===== config.mk =====
export PLATFORM = sky130hd
export DESIGN_NAME = adc_seq_ctrl
export DESIGN_NICKNAME = d
export VERILOG_FILES = /design/src/rtl/adc_seq_pkg.sv /design/src/rtl/adc_trig_gate.sv /design/src/rtl/adc_seq_fsm.sv /design/src/rtl/adc_result_bank.sv /design/src/rtl/adc_seq_ctrl.sv
export SDC_FILE = /design/constraint.sdc
export NUM_CORES = 1
export LEC_CHECK = 0
export BUFFER_PORTS_ARGS = -buffer_cell sky130_fd_sc_hd__buf_2
export CORE_MARGIN = 1
export CORE_UTILIZATION = 30
export DETAILED_ROUTE_END_ITERATION = 8
export GPL_TIMING_DRIVEN = 0
export PLACE_DENSITY_LB_ADDON = 0.12
export SLEW_MARGIN = 20
export SYNTH_ARGS = -nofsm -noshare
export SYNTH_HDL_FRONTEND = slang
export SYNTH_SLANG_ARGS = --single-unit

===== constraint.sdc =====
create_clock -name clk -period 2.3 [get_ports clk]
set_input_delay 0.115 -clock clk [delete_from_list [all_inputs] [get_ports clk]]
set_output_delay 0.115 -clock clk [all_outputs]
set_load 0.005 [all_outputs]

===== src/rtl/adc_seq_pkg.sv =====
package adc_seq_pkg;

    typedef enum logic [1:0] {
        SQ_IDLE  = 2'd0,
        SQ_ISSUE = 2'd1,
        SQ_WAIT  = 2'd2
    } sq_state_t;

    localparam logic [1:0] TRG_SOFT = 2'd0;
    localparam logic [1:0] TRG_PIN  = 2'd1;
    localparam logic [1:0] TRG_TMR  = 2'd2;

endpackage


===== src/rtl/adc_trig_gate.sv =====
module adc_trig_gate
    import adc_seq_pkg::*;
#(
    parameter int ZERO_TICKS = 2,
    localparam int ZC_W = $clog2(ZERO_TICKS + 1)
) (
    input  logic       clk,
    input  logic       rst_n,
    input  logic       mod_en,
    input  logic       run,
    input  logic [1:0] trig_sel,
    input  logic       pin_trig,
    input  logic       tmr_tick,
    input  logic       tmr_ufl,
    output logic       start_evt,
    output logic       run_eff
);

    logic            run_q;
    logic            tm_en;
    logic [ZC_W-1:0] zcnt;

    always_ff @(posedge clk) begin
        if (!rst_n) begin
            run_q <= 1'b0;
            tm_en <= 1'b0;
            zcnt  <= '0;
        end else if (!mod_en) begin
            run_q <= run;
            tm_en <= 1'b0;
            zcnt  <= '0;
        end else begin
            run_q <= run;
            if (tmr_tick) begin
                if (run) begin
                    tm_en <= 1'b1;
                    zcnt  <= '0;
                end else if (zcnt >= ZC_W'(ZERO_TICKS - 1)) begin
                    tm_en <= 1'b0;
                end else begin
                    zcnt <= zcnt + 1'b1;
                end
            end
        end
    end

    always_comb begin
        unique case (trig_sel)
            TRG_PIN: begin
                start_evt = pin_trig & run;
                run_eff   = run;
            end
            TRG_TMR: begin
                start_evt = tmr_ufl & tm_en;
                run_eff   = tm_en;
            end
            default: begin
                start_evt = run & ~run_q;
                run_eff   = run;
            end
        endcase
    end

    // timer enable rises only on a strobe
    p_tmr_arm_tick_r8: assert property (@(posedge clk) disable iff (!rst_n)
        $rose(tm_en) |-> $past(tmr_tick));

    // timer enable falls only after a zero strobe or module disable
    p_tmr_drop_r8: assert property (@(posedge clk) disable iff (!rst_n)
        $fell(tm_en) |-> ($past(!run && tmr_tick) || $past(!mod_en)));

endmodule


===== src/rtl/adc_seq_fsm.sv =====
module adc_seq_fsm
    import adc_seq_pkg::*;
#(
    parameter int NCH = 8,
    localparam int CH_W = $clog2(NCH)
) (
    input  logic            clk,
    input  logic            rst_n,
    input  logic            mod_en,
    input  logic            start_evt,
    input  logic            run_eff,
    input  logic            vrange_ok,
    input  logic            cont,
    input  logic [CH_W-1:0] ch_first,
    input  logic [CH_W-1:0] ch_last,
    input  logic            conv_done,
    output logic            conv_start,
    output logic [CH_W-1:0] conv_ch,
    output logic            busy,
    output logic [CH_W-1:0] ch_stat,
    output logic            cap_en,
    output logic [CH_W-1:0] cap_ch
);

    localparam logic [CH_W-1:0] TOP_CH = CH_W'(NCH - 1);

    sq_state_t       state, nxt;
    logic [CH_W-1:0] cur_ch, nxt_ch;
    logic [CH_W-1:0] last_ch;

    // state register
    always_ff @(posedge clk) begin
        if (!rst_n) begin
            state   <= SQ_IDLE;
            cur_ch  <= '0;
            last_ch <= '0;
        end else if (!mod_en) begin
            state   <= SQ_IDLE;
        end else begin
            state  <= nxt;
            cur_ch <= nxt_ch;
            if (cap_en) last_ch <= cur_ch;
        end
    end

    // next state
    always_comb begin
        nxt    = state;
        nxt_ch = cur_ch;
        unique case (state)
            SQ_IDLE: begin
                if (start_evt && vrange_ok) begin
                    nxt    = SQ_ISSUE;
                    nxt_ch = ch_first;
                end
            end
            SQ_ISSUE: begin
                if (conv_start)    nxt = SQ_WAIT;
                else if (!run_eff) nxt = SQ_IDLE;
            end
            SQ_WAIT: begin
                if (conv_done) begin
                    if (!run_eff) begin
                        nxt = SQ_IDLE;
                    end else if (cur_ch == ch_last) begin
                        if (cont) begin
                            nxt    = SQ_ISSUE;
                            nxt_ch = ch_first;
                        end else begin
                            nxt = SQ_IDLE;
                        end
                    end else begin
                        nxt    = SQ_ISSUE;
                        nxt_ch = cur_ch + 1'b1;
                    end
                end
            end
            default: nxt = SQ_IDLE;
        endcase
    end

    // outputs
    always_comb begin
        busy       = (state != SQ_IDLE);
        conv_start = (state == SQ_ISSUE) & vrange_ok & run_eff & mod_en;
        conv_ch    = cur_ch;
        cap_en     = (state == SQ_WAIT) & conv_done & mod_en;
        cap_ch     = cur_ch;
        if (busy)                  ch_stat = cur_ch;
        else if (last_ch == TOP_CH) ch_stat = '0;
        else                       ch_stat = last_ch;
    end

    // a start request lasts one cycle
    p_start_single_r2: assert property (@(posedge clk) disable iff (!rst_n)
        conv_start |=> !conv_start);

    // an issued conversion keeps the block busy until it completes
    p_issue_holds_busy_r4: assert property (@(posedge clk) disable iff (!rst_n)
        (conv_start && mod_en) |=> busy);

    // module disable forces idle
    p_gate_idle_r9: assert property (@(posedge clk) disable iff (!rst_n)
        !mod_en |=> !busy);

    // the status tracks the issued channel while busy
    p_stat_follows_r10: assert property (@(posedge clk) disable iff (!rst_n)
        conv_start |-> (ch_stat == conv_ch));

endmodule


===== src/rtl/adc_result_bank.sv =====
module adc_result_bank #(
    parameter int NCH = 8,
    parameter int DW  = 12,
    localparam int CH_W = $clog2(NCH)
) (
    input  logic              clk,
    input  logic              rst_n,
    input  logic              cap_en,
    input  logic [CH_W-1:0]   cap_ch,
    input  logic [DW-1:0]     cap_data,
    output logic [NCH*DW-1:0] res_flat,
    output logic [NCH-1:0]    done_flag
);

    for (genvar g = 0; g < NCH; g++) begin : g_ch
        logic [DW-1:0] res_q;
        logic          hit;

        assign hit = cap_en && (cap_ch == CH_W'(g));

        always_ff @(posedge clk) begin
            if (!rst_n) begin
                res_q        <= '0;
                done_flag[g] <= 1'b0;
            end else begin
                done_flag[g] <= hit;
                if (hit) res_q <= cap_data;
            end
        end

        assign res_flat[g*DW +: DW] = res_q;
    end

    // at most one channel completes per cycle
    p_done_onehot_r11: assert property (@(posedge clk) disable iff (!rst_n)
        $onehot0(done_flag));

    // a completion flag follows a capture
    p_done_after_cap_r11: assert property (@(posedge clk) disable iff (!rst_n)
        (done_flag != '0) |-> $past(cap_en));

endmodule


===== src/rtl/adc_seq_ctrl.sv =====
module adc_seq_ctrl
    import adc_seq_pkg::*;
#(
    parameter int NCH        = 8,
    parameter int DW         = 12,
    parameter int ZERO_TICKS = 2,
    localparam int CH_W = $clog2(NCH)
) (
    input  logic              clk,
    input  logic              rst_n,
    input  logic              mod_en,
    input  logic              run,
    input  logic              cont_mode,
    input  logic [1:0]        trig_sel,
    input  logic [1:0]        vrange,
    input  logic [CH_W-1:0]   ch_first,
    input  logic [CH_W-1:0]   ch_last,
    input  logic              pin_trig,
    input  logic              tmr_tick,
    input  logic              tmr_ufl,
    input  logic              conv_done,
    input  logic [DW-1:0]     conv_data,
    output logic              conv_start,
    output logic [CH_W-1:0]   conv_ch,
    output logic              busy,
    output logic [CH_W-1:0]   ch_stat,
    output logic [NCH*DW-1:0] res_flat,
    output logic [NCH-1:0]    done_flag
);

    logic            start_evt;
    logic            run_eff;
    logic            vrange_ok;
    logic            cap_en;
    logic [CH_W-1:0] cap_ch;

    assign vrange_ok = (vrange != 2'd0);

    adc_trig_gate #(.ZERO_TICKS(ZERO_TICKS)) u_gate (
        .clk      (clk),
        .rst_n    (rst_n),
        .mod_en   (mod_en),
        .run      (run),
        .trig_sel (trig_sel),
        .pin_trig (pin_trig),
        .tmr_tick (tmr_tick),
        .tmr_ufl  (tmr_ufl),
        .start_evt(start_evt),
        .run_eff  (run_eff)
    );

    adc_seq_fsm #(.NCH(NCH)) u_fsm (
        .clk       (clk),
        .rst_n     (rst_n),
        .mod_en    (mod_en),
        .start_evt (start_evt),
        .run_eff   (run_eff),
        .vrange_ok (vrange_ok),
        .cont      (cont_mode),
        .ch_first  (ch_first),
        .ch_last   (ch_last),
        .conv_done (conv_done),
        .conv_start(conv_start),
        .conv_ch   (conv_ch),
        .busy      (busy),
        .ch_stat   (ch_stat),
        .cap_en    (cap_en),
        .cap_ch    (cap_ch)
    );

    adc_result_bank #(.NCH(NCH), .DW(DW)) u_bank (
        .clk      (clk),
        .rst_n    (rst_n),
        .cap_en   (cap_en),
        .cap_ch   (cap_ch),
        .cap_data (conv_data),
        .res_flat (res_flat),
        .done_flag(done_flag)
    );

    // a sequence only begins under a permitted voltage range
    p_busy_needs_range_r7: assert property (@(posedge clk) disable iff (!rst_n)
        $rose(busy) |-> $past(vrange != 2'd0));

endmodule


==> metrics.txt <==
status=finished clean; DRT Wirelength=about 15,000 um; Core ar.=around 0.017 mm2; Setup-failing EPs final=0; total track usage=0.1798; worst min path class=in -> reg; leak pwr=2.785 nW; final net count=754; post-detail-place hpwl=10,790 um; setup TNS=0 ps; vias=4,284; # diodes=0; synth-to-layout area growth=31.44%; grt total ovfl=0; Synth Area in Adders=0.01730; post-DR vias/cell=4.524; hold buffers post-CTS=3; final hold violation count=0; Worst path max stage delay=roughly 390 ps; Mapped Nets=602; die extent in y=131.9 um; Total Die Area=0.01740 mm2; Slew Viols, Final=0; number of setup buffers added after CTS=0; Mapped Area=a little over 0.005 mm2; FMAX=just under 0.6 GHz; Final Worst Setup Slack=594.1 ps; pre-CTS setup slack=570.3 ps; CTS resizes=0; Placer Congestion=0.7912; Die W=131.9 um; DRT iter0 DRCs=163; RSZ-0062 raised after global routing=no; vias in the first global route=just over 4,000; worst skew pair latency=410 ps; YS warnings=0; CTS Buf Count=17; H-tree levels=4; Worst Path Arrival=1590 ps; largest buffer count on any clock path=2; Final min period=roughly 1700 ps; CP endpoint kind=output pin; # Max-Cap Violations=0; layout cell share with drive strength beyond 1=0.3398; crit path kind=reg -> out; DRC errors left=0; largest net degree at the start of global routing=17; Mean Syn Cell Area=8.976 um2; first-pass GRT wire length=between 20,000 and 25,000 um; CP required=2180 ps; PwrDens=770.5 mW/mm2; Clock Tree Root=clkbuf_16; I/O pin cnt=143; DR WL/cell=~16 um; Initial Util=0.3064; crit-path cells=nor2_1 -> nand3_1 -> o21ai_0 -> buf_2; Routed Antenna Nets=0; CP Launch Type=register; # rows=47; initial antenna violation count=0; largest family of logic cells by synthesized area=simple AND/OR/NAND/NOR gates; #FFs+latches synth=116; post-synthesis instance total=about 560; synth unique cells=44; first-pass iteration count of the detailed router=4; leading cell type in the layout, fill and taps excluded=nand2_1; CP Max Fanout=8; Clock Skew=roughly 5.2 ps; Clock Sinks=~120; CTS tree=yes; Worst-path clk slew=50 ps; post-synthesis xor/xnor area fraction=0.006673; I/O Buffers=130; Worst-Margin Slew=649.6 ps; most frequent cells in the layout=204 x nand2_1, 142 x buf_2, 116 x dfxtp_1, 50 x a21boi_1, 30 x a21boi_2; Slowest cell on crit path=dfxtp_1; relative slew slack=0.5669; mux cell area share after synthesis=0.02249; simple-gate share of the synthesized area=0.2321; fin crit share=0.7417; Worst VDD drop=521.8 uV; Seq/Total Area, Yosys=0.4587; post-synthesis compound-gate area fraction=0.1938
## synth_stat cells (all sizes together)
master   number  share of area
dfxtp       116           0.46
buf          31          0.053
or2b          1         0.0015
nand2       209           0.16
clkbuf       12         0.0089
mux2i         8          0.016
xor2          3         0.0067
a31oi         1         0.0012
o31a          2         0.0052
ha            7          0.017
nand3         7          0.014
and3b         1         0.0017
nor2         10         0.0074
nor2b         4         0.0049
nor3          2         0.0030
o21ai         7         0.0077
and3          9          0.017
and2b         2         0.0030
nor3b         1         0.0015
nand2b        3         0.0037
mux2          3         0.0067
a21boi       96           0.16
a2111oi       1         0.0054
inv           9         0.0067
and2         11          0.015
a221oi        2         0.0047
a21oi         5         0.0049
and4b         1         0.0020
## flip-flops by register name, summed over array words and instances (netlist names)
name,flops
u_fsm.state,2
u_gate.tm_en,1
u_gate.zcnt,2
u_bank.g_ch.res_q,96
u_gate.run_q,1
u_fsm.cap_ch,3
u_bank.done_flag,8
u_fsm.last_ch,3
## final timing paths
kind / from / end / slack, ps / cells past startpoint
min: ch_first[2] / u_fsm.cap_ch[2] / 50 / 5
max: u_fsm.state[1] / ch_stat[1] / 590 / 4
min reg2reg: u_bank.g_ch[7].res_q[11] / u_bank.g_ch[7].res_q[11] / 450 / 2
max reg2reg: u_fsm.cap_ch[2] / u_bank.g_ch[3].res_q[6] / 650 / 7
## through the flow
stage,hold slack (ps),instances,cell area (um2),total power [mW],util
floorplan,236.7,564,5062,2.200,-
detailed placement,413.7,914,5988,2.293,0.3624
global route,64.80,947,6654,5.295,0.4027
CTS,43.88,947,6654,5.173,0.4027
finish,54.82,947,6654,5.127,0.4027
global placement,403.2,914,5988,2.290,0.3624
## power breakdown
part | total (mW) | internal (mW) | switching [mW]
combinational | 0.224 | 0.0885 | 0.136
clock | 2.88 | 1.95 | 0.923
sequential | 2.03 | 2.02 | 0.00833
total | 5.13 | 4.06 | 1.07
## kinds of logic (layout without fill, tap and decap cells)
logic type / after synthesis / count (layout)
XOR/XNOR: 3 / 3
AO/OA/AOI/OAI: 114 / 114
AND/OR/NAND/NOR: 261 / 261
buffers and inverters: 52 / 215
flip-flops: 116 / 116
multiplexers: 11 / 11
adder cells (fa/ha/maj): 7 / 7
## metal layers
layer,part of all wire,GRT usage,vias up,routed length (um)
met5,0,0,-,0
met4,0.010,0.06137,0,154
met3,0.060,0.04614,13,892
met2,0.47,0.2948,132,7084
met1,0.46,0.2285,2015,6793
li1,-,-,2124,-
## layout make-up
cell class | instances | area (um2)
Timing Repair Buffer | 133 | 680.7
Tap cell | 220 | 275.3
Clock buffer | 19 | 452.9
Buffer | 43 | 315.3
Sequential cell | 116 | 2322
Inverter | 9 | 33.78
Multi-Input combinational cell | 396 | 2391
Clock inverter | 11 | 182.7
Fill cell | 1694 | 9871
## critical path, delay by kind of cell, from the launching register on
kind,cells,cell delay (ps)
AOI/OAI and AO/OA,1,140
DFF,1,390
buffers and inverters,1,170
and+or+nand+nor,2,470
No activity file was read; power rests on OpenSTA's default activity.
